**src/rtl/dmem_dec_pkg.sv**
```systemverilog
package dmem_dec_pkg;
  localparam int ADDR_W = 16;
  localparam int REG_N  = 4;

  // Region select bit positions
  localparam int SEL_RAM = 0;
  localparam int SEL_ROM = 1;
  localparam int SEL_IO  = 2;
  localparam int SEL_EXT = 3;

  typedef logic [REG_N-1:0]  region_t;
  typedef logic [ADDR_W-1:0] addr_t;

  typedef struct packed {
    region_t sel;
    logic    err;
    addr_t   idx;
  } dec_res_t;
endpackage

```
**src/rtl/dmem_pri_decode.sv**
```systemverilog
module dmem_pri_decode
  import dmem_dec_pkg::*;
#(
  parameter int RAM_WORDS   = 3584,
  parameter int ROM_WORDS   = 2048,
  parameter int ONCHIP_W    = 13,
  parameter int IO_WORDS    = 128,
  parameter int IO_SH_WORDS = 64
) (
  input  logic     valid,
  input  addr_t    addr,
  input  logic     short_io,
  input  logic     ex_mode,
  output dec_res_t res
);
  localparam addr_t GAP_BASE = addr_t'(RAM_WORDS);
  localparam addr_t EXT_BASE = addr_t'(2 ** ONCHIP_W);
  localparam addr_t IO_BASE  = addr_t'((2 ** ADDR_W) - IO_WORDS);
  localparam addr_t SH_BASE  = addr_t'((2 ** ADDR_W) - IO_SH_WORDS);
  localparam int    UNUSED_ROM = ROM_WORDS;

  logic in_ram, in_gap, in_io, in_sh;

  always_comb begin
    in_ram = addr < GAP_BASE;
    in_gap = (addr >= GAP_BASE) && (addr < EXT_BASE);
    in_io  = addr >= IO_BASE;
    in_sh  = addr >= SH_BASE;
    res    = '0;
    if (valid) begin
      if (ex_mode) begin
        if (short_io && in_sh) begin
          res.sel[SEL_IO] = 1'b1;
          res.idx         = addr - IO_BASE;
        end else begin
          res.sel[SEL_EXT] = 1'b1;
          res.idx          = addr;
        end
      end else if (in_ram) begin
        res.sel[SEL_RAM] = 1'b1;
        res.idx          = addr;
      end else if (in_gap) begin
        // ROM range and hole are both unreachable from this port
        res.err = 1'b1;
      end else if (in_io) begin
        res.sel[SEL_IO] = 1'b1;
        res.idx         = addr - IO_BASE;
      end else begin
        res.sel[SEL_EXT] = 1'b1;
        res.idx          = addr;
      end
    end
  end
endmodule

```
**src/rtl/dmem_sec_decode.sv**
```systemverilog
module dmem_sec_decode
  import dmem_dec_pkg::*;
#(
  parameter int RAM_WORDS = 3584,
  parameter int ROM_WORDS = 2048,
  parameter int ONCHIP_W  = 13
) (
  input  logic     valid,
  input  addr_t    addr,
  output dec_res_t res
);
  localparam logic [ONCHIP_W-1:0] ROM_BASE  = ONCHIP_W'(RAM_WORDS);
  localparam logic [ONCHIP_W-1:0] HOLE_BASE = ONCHIP_W'(RAM_WORDS + ROM_WORDS);

  logic [ONCHIP_W-1:0] off;

  always_comb begin
    off = addr[ONCHIP_W-1:0];
    res = '0;
    if (valid) begin
      if (off < ROM_BASE) begin
        res.sel[SEL_RAM] = 1'b1;
        res.idx          = addr_t'(off);
      end else if (off < HOLE_BASE) begin
        res.sel[SEL_ROM] = 1'b1;
        res.idx          = addr_t'(off - ROM_BASE);
      end else begin
        res.err = 1'b1;
      end
    end
  end
endmodule

```
**src/rtl/dmem_dec_stage.sv**
```systemverilog
module dmem_dec_stage
  import dmem_dec_pkg::*;
(
  input  logic     clk,
  input  logic     rst_n,
  input  dec_res_t d,
  output dec_res_t q
);
  dec_res_t q_nxt;

  always_comb q_nxt = d;

  always_ff @(posedge clk or negedge rst_n) begin
    if (!rst_n) q <= '0;
    else        q <= q_nxt;
  end
endmodule

```
**src/rtl/dmem_addr_decoder.sv**
```systemverilog
module dmem_addr_decoder
  import dmem_dec_pkg::*;
#(
  parameter int RAM_WORDS   = 3584,
  parameter int ROM_WORDS   = 2048,
  parameter int ONCHIP_W    = 13,
  parameter int IO_WORDS    = 128,
  parameter int IO_SH_WORDS = 64
) (
  input  logic              clk,
  input  logic              rst_n,
  input  logic              ex_mode,
  input  logic              pri_valid,
  input  logic [ADDR_W-1:0] pri_addr,
  input  logic              pri_short_io,
  input  logic              sec_valid,
  input  logic [ADDR_W-1:0] sec_addr,
  output logic [REG_N-1:0]  pri_sel,
  output logic [ADDR_W-1:0] pri_idx,
  output logic              pri_err,
  output logic [REG_N-1:0]  sec_sel,
  output logic [ADDR_W-1:0] sec_idx,
  output logic              sec_err
);
  localparam int PORTS = 2;

  dec_res_t res_d [PORTS];
  dec_res_t res_q [PORTS];

  dmem_pri_decode #(
    .RAM_WORDS(RAM_WORDS), .ROM_WORDS(ROM_WORDS), .ONCHIP_W(ONCHIP_W),
    .IO_WORDS(IO_WORDS), .IO_SH_WORDS(IO_SH_WORDS)
  ) u_pri (
    .valid(pri_valid), .addr(pri_addr), .short_io(pri_short_io),
    .ex_mode(ex_mode), .res(res_d[0])
  );

  dmem_sec_decode #(
    .RAM_WORDS(RAM_WORDS), .ROM_WORDS(ROM_WORDS), .ONCHIP_W(ONCHIP_W)
  ) u_sec (
    .valid(sec_valid), .addr(sec_addr), .res(res_d[1])
  );

  for (genvar p = 0; p < PORTS; p++) begin : g_stage
    dmem_dec_stage u_stage (
      .clk(clk), .rst_n(rst_n), .d(res_d[p]), .q(res_q[p])
    );
  end

  assign pri_sel = res_q[0].sel;
  assign pri_idx = res_q[0].idx;
  assign pri_err = res_q[0].err;
  assign sec_sel = res_q[1].sel;
  assign sec_idx = res_q[1].idx;
  assign sec_err = res_q[1].err;
endmodule

```
**config.mk**
```make
export PLATFORM = sky130hd
export DESIGN_NAME = dmem_addr_decoder
export DESIGN_NICKNAME = d
export VERILOG_FILES = /design/src/rtl/dmem_dec_pkg.sv /design/src/rtl/dmem_pri_decode.sv /design/src/rtl/dmem_sec_decode.sv /design/src/rtl/dmem_dec_stage.sv /design/src/rtl/dmem_addr_decoder.sv
export SDC_FILE = /design/constraint.sdc
export NUM_CORES = 1
export LEC_CHECK = 0
export CELL_PAD_IN_SITES_DETAIL_PLACEMENT = 1
export CELL_PAD_IN_SITES_GLOBAL_PLACEMENT = 1
export CORE_MARGIN = 3
export CORE_UTILIZATION = 29
export CTS_CLUSTER_SIZE = 24
export DETAILED_ROUTE_END_ITERATION = 7
export PLACE_DENSITY = 0.83
export SETUP_SLACK_MARGIN = 0.1
export SLEW_MARGIN = 40
export SYNTH_ARGS = -nofsm -noshare
export SYNTH_HDL_FRONTEND = slang
export SYNTH_SLANG_ARGS = --single-unit
```
**constraint.sdc**
```tcl
create_clock -name clk -period 0.8 [get_ports clk]
set_clock_uncertainty 0.05 [all_clocks]
set_input_delay 0.12 -clock clk [delete_from_list [all_inputs] [get_ports clk]]
set_output_delay 0.12 -clock clk [all_outputs]
set_load 0.01 [all_outputs]
```
* Word level (Yosys, flattened, before mapping)
Cells that the tools add are included.
** Word-level totals
- ROM bits :: 0
- Bits in latches :: 0
- Bits of input ports :: 38
- Bits in writable memories :: 0
- Output and inout port bits :: 42
- Memories kept :: 0
- Bits in registers :: 39
- Word-level logic and storage cells :: 43
** Operators by class
- Bitwise logic cells :: 0
- Order comparisons :: 7
- Muxes and demuxes :: 26
- Reductions and logical operators :: 2
- Divide/modulo/power cells :: 0
- Eq/ne operators :: 0
- Shift-type cells :: 0
- $add $sub $neg :: 2
- Multipliers :: 0
** Operator list (number)
- 2-to-1 mux 16 bit :: 7
- greater-or-equal comparator 16 bit (second input constant) :: 2
- 2-to-1 mux 19 bit :: 1
- 2-to-1 mux 18 bit :: 1
- greater-or-equal comparator 16 x 12 -> 1 bit (second input constant) :: 1
- less-than comparator 16 x 12 -> 1 bit (second input constant) :: 1
- less-than comparator 16 x 14 -> 1 bit (second input constant) :: 1
- subtractor 16 bit (second input constant) :: 1
- subtractor 13 x 12 -> 14 bit (second input constant) :: 1
- less-than comparator 13 x 12 -> 1 bit (second input constant) :: 1
- less-than comparator 13 bit (second input constant) :: 1
- 2-to-1 mux 1 bit :: 12
- 2-to-1 mux 2 bit :: 5
- logical AND 1 bit :: 2

* Longest topological paths before layout
- Depth after elaboration :: 6
- Depth in mapped cells :: 6
- Depth with buffers taken out :: 5

* Cells and area by module
A second synthesis with hierarchy kept.
** Second synthesis, totals
- Cell total of the unflattened synthesis :: 150
- Area total of the unflattened synthesis :: 1741.7 sq um
** Modules (own cells, without submodules)
- dmem_dec_stage :: sequential area each 525.5 sq um, times used 2, area each 525.5 sq um, cells an instance 21
- dmem_pri_decode :: sequential area each 0.0 sq um, times used 1, area each 447.9 sq um, cells an instance 69
- dmem_sec_decode :: sequential area each 0.0 sq um, times used 1, area each 242.7 sq um, cells an instance 39

* Worst setup path after synthesis
No wires, ideal clock.
- Path type :: in2reg
- Start point :: input port pri_addr[11]
- End point :: register g_stage[0].u_stage.q[8] (netlist bit)
- Required time :: 672 ps
- Stages :: 6
- Setup time :: 78 ps
- Path slack :: -539 ps
- Data arrival time :: 1211 ps
- Path buffers :: 1
- Cell sequence :: and3_1 -> buf_2 -> nand3_1 -> o21ai_4 -> mux2_2 -> a21oi_1
** RTL lines
- from (decl) :: RTL line dmem_addr_decoder.sv:14 : input logic [ADDR_W-1:0] pri_addr,
- to (signal assigned) :: RTL line dmem_dec_stage.sv:15 : else q <= q_nxt;
- to (decl) :: RTL line dmem_dec_stage.sv:7 : output dec_res_t q

==> qor.txt <==
Worst path cell trace: buf_8, nor4_4, buf_4, nand2_4, o21ai_4, mux2_4, a21oi_2
Flip-flop and latch area: 926 sq um
Diode count: 0
Busiest grt layer: met2
CP Capture Type: register
Crit path max fanout: 5
CTS tree: done
Worst VDD drop: 0.000525 V
Unique masters post-synth: 38
Vias in the first global route: 1717
Max-Cap Viols: 0
Leakage power: 0.00150 uW
Initial antenna violation count: 0
I/O pin cnt: 80
Mapped cell area: 1590 sq um
Hold WS: 9.08 ps
Syn_area_per_cell: 11.8 sq um
Initial core utilization: 30.5%
Die X: 80.0 um
Hold Vio Cnt, Final: 0
Vias per Instance: 4.77
Crit path time final: 1230 ps
Initial DRC count: 9
Setup crit start kind: primary input
YS warnings: 0
Pwr/cell area: 1420 nW/um^2
First-pass GRT wire length: 8860 um
Die Ht: 80.0 um
Hold depth: 2
Max reg flops: 37
Pre-Repair DR Iteration Count: 4
DR vias: 1556
Final instance area: 2970 sq um
# nets final: 296
Worst setup margin: -430 ps
Met2 usage: 37.3%
Total grt overflow: 0
Tcrit/Tclk final: 154%
Setup CP Type: primary input to register
Layout cells sized above 1: 60.2%
Area of placed instances: 2650 sq um
Mean routed wirelength per cell: 18.2 um
Sequential-to-total area share from yosys stat: 58.3%
RSZ-0062 raised after global routing: yes
Total track usage: 18.5%
Core Box Area: 5200 sq um
CTS root buf: clkbuf_8
Critical path required time: 960 ps
Worst hold endpoint: g_stage[0].u_stage.q[5]$_DFF_PN0_
Routed Wire Length: 5930 um
Antenna viol nets, final: 0
Placed Cells: 300
Routability congestion estimate: 0.780
Max Slew Vio Count: 0
Clock net sink count: 37
CP peak stage delay: 330 ps
H-tree Lvls: 2
# port buffers: 73
Total CTS buffers: 5
Fmax: 813 MHz
Pin count of the biggest net entering global routing: 38
Largest regs: g_stage.u_stage.q: 37 flops
Max Buffers Root-to-Sink: 2
Largest Register: g_stage.u_stage.q
Die ar.: 6400 sq um
Crit path DAT: 1390 ps
Layout area overhead: 86.7%
Final-layout fill cell count: 562
Violated checks: setup timing
Hold Path Origin: pri_addr[5]
Met1 Use GR: 18.1%
Status: complete, but fails checks
Clock-pin slew on the worst setup and hold paths: 80 ps
Met3 GRT Util: 3.61%
Setup-failing EPs final: 59
Critical Path Slowest Stage Cell: mux2_4
DR DRC count: 0
Area of the multi-input gates: 856 sq um
Row cnt: 26
Gate Count Post-Synth: 135
Post-Layout Cell Count: 326
Synthesized flop and latch total: 37
Min-Delay Path Class: primary input to register
Post-DP HPWL: 3810 um
repair_timing:
action,CTS,global route
hold buffers,1,0
pin swaps,37,21
hold endpoints to repair,38,0
gates resized for setup,297,31
buffers inserted,15,4
setup endpoints to repair,75,68
report_power, final:
group	leakage, uW	switching (uW)	internal (uW)
Clock	0.0000395	630	619
Combinational	0.000972	447	525
Sequential	0.000484	28.7	1960
cell usage in the layout (no fill, tap or decap), types with 3 or more instances in the layout:
master and instances:
dfrtp_1 37, buf_6 35, buf_2 34, buf_4 32
and3_1 11, clkdlybuf4s50_1 9, and3_4 6, and2_4 6
nand2_1 6, clkbuf_8 5, o21ai_4 4, and2_1 4
conb_1 4, inv_1 3, a21oi_1 3, nand2b_1 3
clkbuf_1 3, buf_8 3, dlygate4sd2_1 3
per-layer routing:
metal	vias to the layer above	routed length (um)
met1	766	1960
met4	0	149
met2	68	3470
li1	709	-
met5	-	0
met3	13	352
Yosys cell counts:
master	number	share of area, %
dfrtp_1	37	58
and3_1	17	6.7
and2_1	10	3.9
nand2_1	8	1.9
buf_4	5	2.4
o21ai_0	5	1.6
a21oi_1	4	1.3
clkbuf_1	4	0.94
nand2b_1	4	1.6
nor2_1	4	0.94
ha_1	3	2.4
inv_1	3	0.71
mux2_2	2	1.4
nand4_1	2	0.79
nor4_1	2	0.79
o2111a_1	2	1.4
xnor2_1	2	1.1
a21o_1	1	0.47
a22o_1	1	0.55
a41oi_1	1	0.55
and4_1	1	0.55
buf_2	1	0.31
conb_1	1	0.24
nand3_1	1	0.31
nand3_2	1	0.63
nor3_1	1	0.31
nor3_2	1	0.63
nor4b_2	1	0.94
o211a_1	1	0.63
o211ai_1	1	0.47
o21a_1	1	0.47
o21ai_2	1	0.55
o21ai_4	1	1.0
o221ai_1	1	0.55
o22ai_2	1	0.79
o31a_4	1	1.1
o31ai_1	1	0.47
or3_1	1	0.39
critical path, delay by kind of cell:
kind                   cells  cell delay (ps)
multiplexers               1              330
AND/OR/NAND/NOR            2              320
buffers and inverters      2              260
AO/OA/AOI/OAI              2              360
cell families (layout without fill, tap and decap cells):
logic type | count (synthesis) | count (layout) | share of synthesized area [%]
AND/OR/NAND/NOR | 54 | 54 | 20.4
adder cells (fa/ha/maj) | 3 | 3 | 2.36
other | 1 | 4 | 0.236
AO/OA/AOI/OAI | 23 | 23 | 11.9
multiplexers | 2 | 2 | 1.42
flip-flops | 37 | 37 | 58.3
buffers and inverters | 13 | 131 | 4.33
XOR/XNOR | 2 | 2 | 1.10
metrics by stage:
stage	setup WS (ps)	setup TNS (ps)	utilization (%)	power (uW)
4_1_cts	-436	-12330	54.2	4140
5_1_grt	-468	-14530	57.0	4410
3_3_place_gp	-1100	-36790	50.9	2860
2_1_floorplan	-456	-7020	-	2310
6_report	-430	-12420	57.0	4210
3_5_place_dp	-1130	-38250	50.9	2890
final cells by class:
class                      instances  area share, %
tap                               70           2.95
inverter                           3          0.380
timing repair buffer             120           33.9
clock buffer                       8           2.70
sequential                        37           31.2
multi-input combinational         88           28.8
worst max-delay path by stage:
stage	startpoint	to	slack, ps
final	pri_addr[2]	g_stage[0].u_stage.q[8]$_DFF_PN0_	-430
after global routing	pri_addr[2]	g_stage[0].u_stage.q[8]$_DFF_PN0_	-470
after CTS	pri_addr[5]	g_stage[0].u_stage.q[8]$_DFF_PN0_	-440
after detailed placement	pri_addr[2]	g_stage[0].u_stage.q[7]$_DFF_PN0_	-1130
after global placement	pri_addr[2]	g_stage[0].u_stage.q[8]$_DFF_PN0_	-1100
after floorplan	pri_addr[11]	g_stage[0].u_stage.q[8]$_DFF_PN0_	-460
No activity file was read; power rests on OpenSTA's default activity.
